File: src/rtl/tsm_pkg.sv
package tsm_pkg;
  localparam int unsigned WORD_W = 64;
  localparam int unsigned HALF_W = 32;
  localparam int unsigned WIDTH_FIELD_W = 7;

  typedef struct packed {
    logic [HALF_W-1:0] tag;
    logic [HALF_W-1:0] value;
  } tagged_word_t;
endpackage

File: src/rtl/tsm_pps_detect.sv
module tsm_pps_detect #(
  parameter int unsigned CNT_W = 32
) (
  input  logic             clk,
  input  logic             rst,
  input  logic             pps_in,
  input  logic             taken,
  output logic             pend,
  output logic [CNT_W-1:0] count
);
  logic [2:0] sync_q;
  logic       rise;

  always_ff @(posedge clk) begin
    if (rst) sync_q <= '0;
    else     sync_q <= {sync_q[1:0], pps_in};
  end

  assign rise = sync_q[1] & ~sync_q[2];

  always_ff @(posedge clk) begin
    if (rst) begin
      pend  <= 1'b0;
      count <= '0;
    end else if (rise) begin
      pend  <= 1'b1;
      count <= count + 1'b1;
    end else if (taken) begin
      pend  <= 1'b0;
    end
  end
endmodule

File: src/rtl/tsm_slot.sv
module tsm_slot #(
  parameter int unsigned W = 16
) (
  input  logic        clk,
  input  logic        rst,
  input  logic        in_valid,
  input  logic [63:0] in_data,
  input  logic        drain,
  output logic        ready,
  output logic        full,
  output logic [63:0] val,
  output logic        ovf
);
  logic [63:0] ext;

  generate
    if (W >= 64) begin : g_wide
      assign ext = in_data;
    end else begin : g_narrow
      assign ext = {{(64-W){in_data[W-1]}}, in_data[W-1:0]};
    end
  endgenerate

  assign ready = ~full;

  always_ff @(posedge clk) begin
    if (rst) begin
      full <= 1'b0;
      val  <= '0;
      ovf  <= 1'b0;
    end else begin
      if (drain) full <= 1'b0;
      if (in_valid && !full) begin
        full <= 1'b1;
        val  <= ext;
      end else if (in_valid && full) begin
        ovf  <= 1'b1;
      end
    end
  end
endmodule

File: src/rtl/tsm_arbiter.sv
module tsm_arbiter #(
  parameter int unsigned N     = 4,
  parameter bit          RR    = 1'b0,
  parameter int unsigned IDX_W = (N > 1) ? $clog2(N) : 1
) (
  input  logic             clk,
  input  logic             rst,
  input  logic [N-1:0]     req,
  input  logic             take,
  output logic             any,
  output logic [IDX_W-1:0] gidx
);
  logic [IDX_W-1:0] ptr;

  generate
    if (RR) begin : g_rr
      always_ff @(posedge clk) begin
        if (rst)       ptr <= '0;
        else if (take) ptr <= (int'(gidx) == int'(N) - 1) ? '0 : gidx + 1'b1;
      end
    end else begin : g_fixed
      assign ptr = '0;
    end
  endgenerate

  always_comb begin
    any  = 1'b0;
    gidx = '0;
    for (int k = 0; k < int'(N); k++) begin
      int idx;
      idx = int'(ptr) + k;
      if (idx >= int'(N)) idx = idx - int'(N);
      if (!any && req[idx]) begin
        any  = 1'b1;
        gidx = IDX_W'(idx);
      end
    end
  end
endmodule

File: src/rtl/tagged_sample_merger.sv
module tagged_sample_merger
  import tsm_pkg::*;
#(
  parameter int unsigned        NUM_CH     = 4,
  parameter logic [NUM_CH*7-1:0] CH_WIDTHS = {7'd64, 7'd32, 7'd24, 7'd16},
  parameter int unsigned        LOW_ID_OFS = 128,
  parameter bit                 ARB_RR     = 1'b0
) (
  input  logic                 clk,
  input  logic                 rst,
  input  logic [NUM_CH-1:0]    ch_valid,
  output logic [NUM_CH-1:0]    ch_ready,
  input  logic [NUM_CH*64-1:0] ch_data,
  input  logic                 pps_in,
  output logic                 out_valid,
  input  logic                 out_ready,
  output logic [63:0]          out_data,
  output logic [NUM_CH-1:0]    ovf
);
  localparam int unsigned IDX_W = (NUM_CH > 1) ? $clog2(NUM_CH) : 1;

  function automatic logic [NUM_CH-1:0] wide_mask();
    logic [NUM_CH-1:0] m;
    m = '0;
    for (int i = 0; i < int'(NUM_CH); i++)
      m[i] = (CH_WIDTHS[i*WIDTH_FIELD_W +: WIDTH_FIELD_W] == 7'd64);
    return m;
  endfunction

  localparam logic [NUM_CH-1:0] WIDE = wide_mask();

  logic [NUM_CH-1:0] slot_full;
  logic [NUM_CH-1:0] drain;
  logic [63:0]       slot_val [NUM_CH];
  logic              any;
  logic [IDX_W-1:0]  gidx;
  logic              load_en;
  logic              take;
  logic              pps_pend;
  logic              pps_taken;
  logic [HALF_W-1:0] pps_count;
  logic              lo_pend;
  tagged_word_t      lo_word;
  tagged_word_t      word_q;
  logic [63:0]       sel_val;
  logic [HALF_W-1:0] sel_tag;

  genvar g;
  generate
    for (g = 0; g < NUM_CH; g++) begin : g_slot
      tsm_slot #(.W(int'(CH_WIDTHS[g*WIDTH_FIELD_W +: WIDTH_FIELD_W]))) slot_i (
        .clk      (clk),
        .rst      (rst),
        .in_valid (ch_valid[g]),
        .in_data  (ch_data[g*64 +: 64]),
        .drain    (drain[g]),
        .ready    (ch_ready[g]),
        .full     (slot_full[g]),
        .val      (slot_val[g]),
        .ovf      (ovf[g])
      );
    end
  endgenerate

  tsm_arbiter #(.N(NUM_CH), .RR(ARB_RR), .IDX_W(IDX_W)) arb_i (
    .clk  (clk),
    .rst  (rst),
    .req  (slot_full),
    .take (take),
    .any  (any),
    .gidx (gidx)
  );

  tsm_pps_detect #(.CNT_W(HALF_W)) pps_i (
    .clk    (clk),
    .rst    (rst),
    .pps_in (pps_in),
    .taken  (pps_taken),
    .pend   (pps_pend),
    .count  (pps_count)
  );

  assign load_en   = !out_valid || out_ready;
  assign pps_taken = load_en && !lo_pend && pps_pend;
  assign take      = load_en && !lo_pend && !pps_pend && any;
  assign drain     = take ? (NUM_CH'(1) << gidx) : '0;
  assign sel_val   = slot_val[gidx];
  assign sel_tag   = HALF_W'(gidx) + 1'b1;

  always_ff @(posedge clk) begin
    if (rst) begin
      out_valid <= 1'b0;
      word_q    <= '0;
      lo_pend   <= 1'b0;
      lo_word   <= '0;
    end else if (load_en) begin
      if (lo_pend) begin
        out_valid <= 1'b1;
        word_q    <= lo_word;
        lo_pend   <= 1'b0;
      end else if (pps_pend) begin
        out_valid <= 1'b1;
        word_q    <= '{tag: '0, value: pps_count};
      end else if (any) begin
        out_valid <= 1'b1;
        if (WIDE[gidx]) begin
          word_q  <= '{tag: sel_tag, value: sel_val[63:32]};
          lo_word <= '{tag: sel_tag + HALF_W'(LOW_ID_OFS), value: sel_val[31:0]};
          lo_pend <= 1'b1;
        end else begin
          word_q  <= '{tag: sel_tag, value: sel_val[31:0]};
        end
      end else begin
        out_valid <= 1'b0;
      end
    end
  end

  assign out_data = word_q;
endmodule

File: config.mk
export PLATFORM = sky130hd
export DESIGN_NAME = tagged_sample_merger
export DESIGN_NICKNAME = d
export VERILOG_FILES = /design/src/rtl/tsm_pkg.sv /design/src/rtl/tsm_pps_detect.sv /design/src/rtl/tsm_slot.sv /design/src/rtl/tsm_arbiter.sv /design/src/rtl/tagged_sample_merger.sv
export SDC_FILE = /design/constraint.sdc
export NUM_CORES = 1
export LEC_CHECK = 0
export BUFFER_PORTS_ARGS = -buffer_cell sky130_fd_sc_hd__buf_2
export CAP_MARGIN = 20
export CORE_ASPECT_RATIO = 1.2
export CORE_MARGIN = 2
export CORE_UTILIZATION = 55
export DETAILED_ROUTE_END_ITERATION = 16
export MAX_ROUTING_LAYER = met4
export PLACE_DENSITY = 0.85
export SYNTH_ARGS = -nofsm -noshare
export SYNTH_HDL_FRONTEND = slang
export SYNTH_SLANG_ARGS = --single-unit
export TNS_END_PERCENT = 100
File: constraint.sdc
create_clock -name clk -period 4.35 [get_ports clk]
set_input_delay 0.435 -clock clk [delete_from_list [all_inputs] [get_ports clk]]
set_output_delay 0.435 -clock clk [all_outputs]
set_load 0.005 [all_outputs]
==> metrics.txt <==
result of the run=completed; multi-input combinational cell area=between 5000 and 6000 um2; number of buffers created by CTS=26; startpoint of the worst hold path=pps_in; most common cell in the synthesized netlist=sky130_fd_sc_hd__nand2_1; Resized cells post-CTS=0; Final #Nets=about 1700; wire length of the first global-routing pass=approximately 48000 um; pin count of the biggest net entering global routing=93; deepest clock path buffer count=3; Register Area=approximately 5100 um2; post-route fraction of the period consumed by the critical path=slightly below 80%; vias in the first global route=about 9500; PnR Total Power=between 0.005 and 0.006 W; P&R area growth vs syn=15.6%; worst-case setup slack after placement=1.12 ns; sequence of cells on the critical path=nor4b_4 > nand3_1 > buf_4 > nor2_1 > nor3_1; layout cells sized above 1=19.6%; H-tree level count=1; first-pass detailed-route iteration total=6; warnings from Yosys=0; antenna diode instance count=0; RSZ-0062 raised after global routing=false; Starting DRT DRC Count=between 900 and 1000; HPWL after detailed placement=approximately 21000 um; Top delay family on crit path=simple AND/OR/NAND/NOR gates; total congestion overflow=0; count of endpoints failing hold in the final timing report=0; top cells by area in the synthesized netlist=sky130_fd_sc_hd__dfxtp_1 (47%), sky130_fd_sc_hd__nand2_1 (13%), sky130_fd_sc_hd__a21oi_1 (10%); maximum clock frequency=296 MHz; area after detailed placement=between 10000 and 15000 um2; detailed-route wire length=a little over 30000 um; switching part of the total=around a quarter; TNS Setup=0 ns; relative max-transition margin=a little under a third; worst clock skew on the final layout=around 0.012 ns; RePlAce Congestion=0.916; number of design rule violations left after detail routing=0; clock tree root buffer cell=sky130_fd_sc_hd__clkbuf_16; total of hold buffers inserted after clock tree synthesis=0; share of total power in the clock network=40.0%; site row count=between 50 and 60; Leakage=approximately 4.9 nW; mean area per synthesized cell=8.13 um2; floorplan die area=roughly 21000 um2; average vias per placed instance=about 5.8; Yosys top cell by area=sky130_fd_sc_hd__dfxtp_1; Synth Register Bits=between 200 and 300; Max IR drop VDD=0.000354 V; number of vias in the routed layout=roughly 10000; share of flip-flops with an asynchronous set or reset=0%; Setup violations, final=0; post-CTS repair timing setup buffer count=0; internal power contribution=0.00402 W; Crit Path Category=flip-flop to flip-flop; Worst Max-Slew Pin Slew=slightly above 1 ns; Placeable Area=~19000 um2; number of non-filler instances in the completed layout=roughly 1700; post-synthesis instance area=roughly 11000 um2; Worst path max stage delay=1.01 ns; critical-path maximum fanout=22; crit path max-delay cell type=sky130_fd_sc_hd__nand3_1; post-detailed-route count of antenna-violating nets=0; number of fill cells in the layout=between 1500 and 2000; I/O pin count=337; endpoint required time on the critical path=~4.7 ns; startpoint kind of the worst setup timing path=flip-flop; Critical Path End Type=flip-flop; total routing resource utilization after global routing=roughly 29%; Main synth FF type=sky130_fd_sc_hd__dfxtp_1; DIE WIDTH=between 100 and 150 um; die height=~160 um; CTS tree=yes; initial standard-cell utilization of the core=approximately 56%; count of unique library cells instantiated by Yosys=slightly below 50; final std cell area, no fill=approximately 13000 um2; area share of the largest cell type after synthesis=46.9%; origin of the worst setup path=g_slot[3].slot_i.full$_SDFFE_PP0P_; Seq/Total Area, Yosys=46.9%; r2r startpoint=g_slot[3].slot_i.full$_SDFFE_PP0P_; smallest setup slack after layout=0.968 ns; Port Buf Inserts=188; min cycle time layout=3.38 ns; Power per Cell Area=around 440 nW/um2; arrival time worst endpoint=about 3.8 ns; min-delay worst type=primary input to flip-flop; Post-synth EDFFs=0; Bufs and invs on worst path=1; switching power of the nets=between 0.001 and 0.0015 W; clock latency on the worst-skew pair=roughly 0.53 ns; clock slew at the register clock pins of the worst setup and hold paths=around 0.06 ns; top cells by instance count after synthesis=sky130_fd_sc_hd__nand2_1 (363), sky130_fd_sc_hd__dfxtp_1 (254), sky130_fd_sc_hd__a21oi_1 (223); number of sinks driven by the clock tree=approximately 250; Max Transition Viols Final=0; initial antenna violation count=0; Cells after Synth=approximately 1300; number of violations of the max-capacitance limit=0; dpl cells=roughly 1700; power share of the sequential group=between 40% and 50%; combinational fraction of design power=13.4%; drt wl/cell=17.5 um
[area by class of cell]
class | count | share of cell area (%)
clock buffers | 40 | 6.17
well taps | 261 | 2.61
multi-input cells | 959 | 41.0
inverters | 6 | 0.180
repair buffers | 207 | 8.85
flip-flops and latches | 254 | 40.6
clock inverters | 6 | 0.589
[power by group through the flow]
stage,combinational (W),clock [W],sequential (W)
after floorplan,0.000510,0,0.00257
after global placement,0.000698,0,0.00260
after detailed placement,0.000714,0,0.00261
after CTS,0.000721,0.00221,0.00256
after global routing,0.000805,0.00230,0.00257
final,0.000738,0.00219,0.00256
[flip-flops by register name, summed over array words and instances (netlist names)]
signal,count
g_slot.slot_i.val,136
g_slot.slot_i.ovf,4
lo_pend,1
pps_i.pend,1
lo_word,36
pps_i.sync_q,3
pps_i.count,32
out_data,36
out_valid,1
g_slot.slot_i.full,4
[placed cells by master, fill, tap and decap left out, types with 7 or more instances in the layout]
cell	synthesis	final
sky130_fd_sc_hd__a21oi_1	223	223
sky130_fd_sc_hd__a22oi_1	26	26
sky130_fd_sc_hd__a311oi_1	9	9
sky130_fd_sc_hd__and3_1	11	11
sky130_fd_sc_hd__buf_2	14	187
sky130_fd_sc_hd__buf_4	40	18
sky130_fd_sc_hd__clkbuf_1	75	7
sky130_fd_sc_hd__clkbuf_16	0	26
sky130_fd_sc_hd__clkbuf_8	0	7
sky130_fd_sc_hd__conb_1	1	28
sky130_fd_sc_hd__dfxtp_1	254	254
sky130_fd_sc_hd__mux2_2	9	9
sky130_fd_sc_hd__mux4_2	23	23
sky130_fd_sc_hd__nand2_1	363	362
sky130_fd_sc_hd__nand3_1	35	35
sky130_fd_sc_hd__nand4_1	12	12
sky130_fd_sc_hd__nor2_1	81	81
sky130_fd_sc_hd__nor2b_1	11	8
sky130_fd_sc_hd__nor3_1	16	16
sky130_fd_sc_hd__o21ai_0	16	16
sky130_fd_sc_hd__o21ai_1	10	10
sky130_fd_sc_hd__o22ai_1	9	9
sky130_fd_sc_hd__xor2_1	27	27
[kinds of logic after synthesis]
family	synth area share, %
flops	46.9
mux	5.71
fa+ha+maj	0.115
buf+inv	6.86
simple gates	21.2
other cells	0.0346
compound gates	16.7
xor+xnor	2.50
[metrics by stage]
step / utilization [%] / hold WS (ns)
final: 64.6 / 0.117
after global routing: 64.6 / 0.124
after CTS: 64.4 / 0.120
after detailed placement: 60.1 / 0.445
after global placement: 60.1 / 0.438
after floorplan: - / 0.414
[layer usage]
| layer | vias to the layer above | global-route usage [%] | wire [um] |
|---|---|---|---|
| met5 | - | - | 0 |
| li1 | 4720 | - | - |
| met2 | 534 | 47.9 | 14300 |
| met1 | 4721 | 37.1 | 12600 |
| met4 | 0 | 10.1 | 854 |
| met3 | 67 | 3.62 | 2570 |
[worst paths after layout]
check,endpoint,slack [ns],cells past startpoint
max,lo_word[22]$_SDFFE_PP0P_,0.97,5
min,pps_i.sync_q[0]$_SDFF_PP0_,0.12,2
max reg2reg,lo_word[22]$_SDFFE_PP0P_,0.97,5
min reg2reg,g_slot[3].slot_i.val[18]$_SDFFE_PP0P_,0.45,2
(Power assumes the default switching activity.)
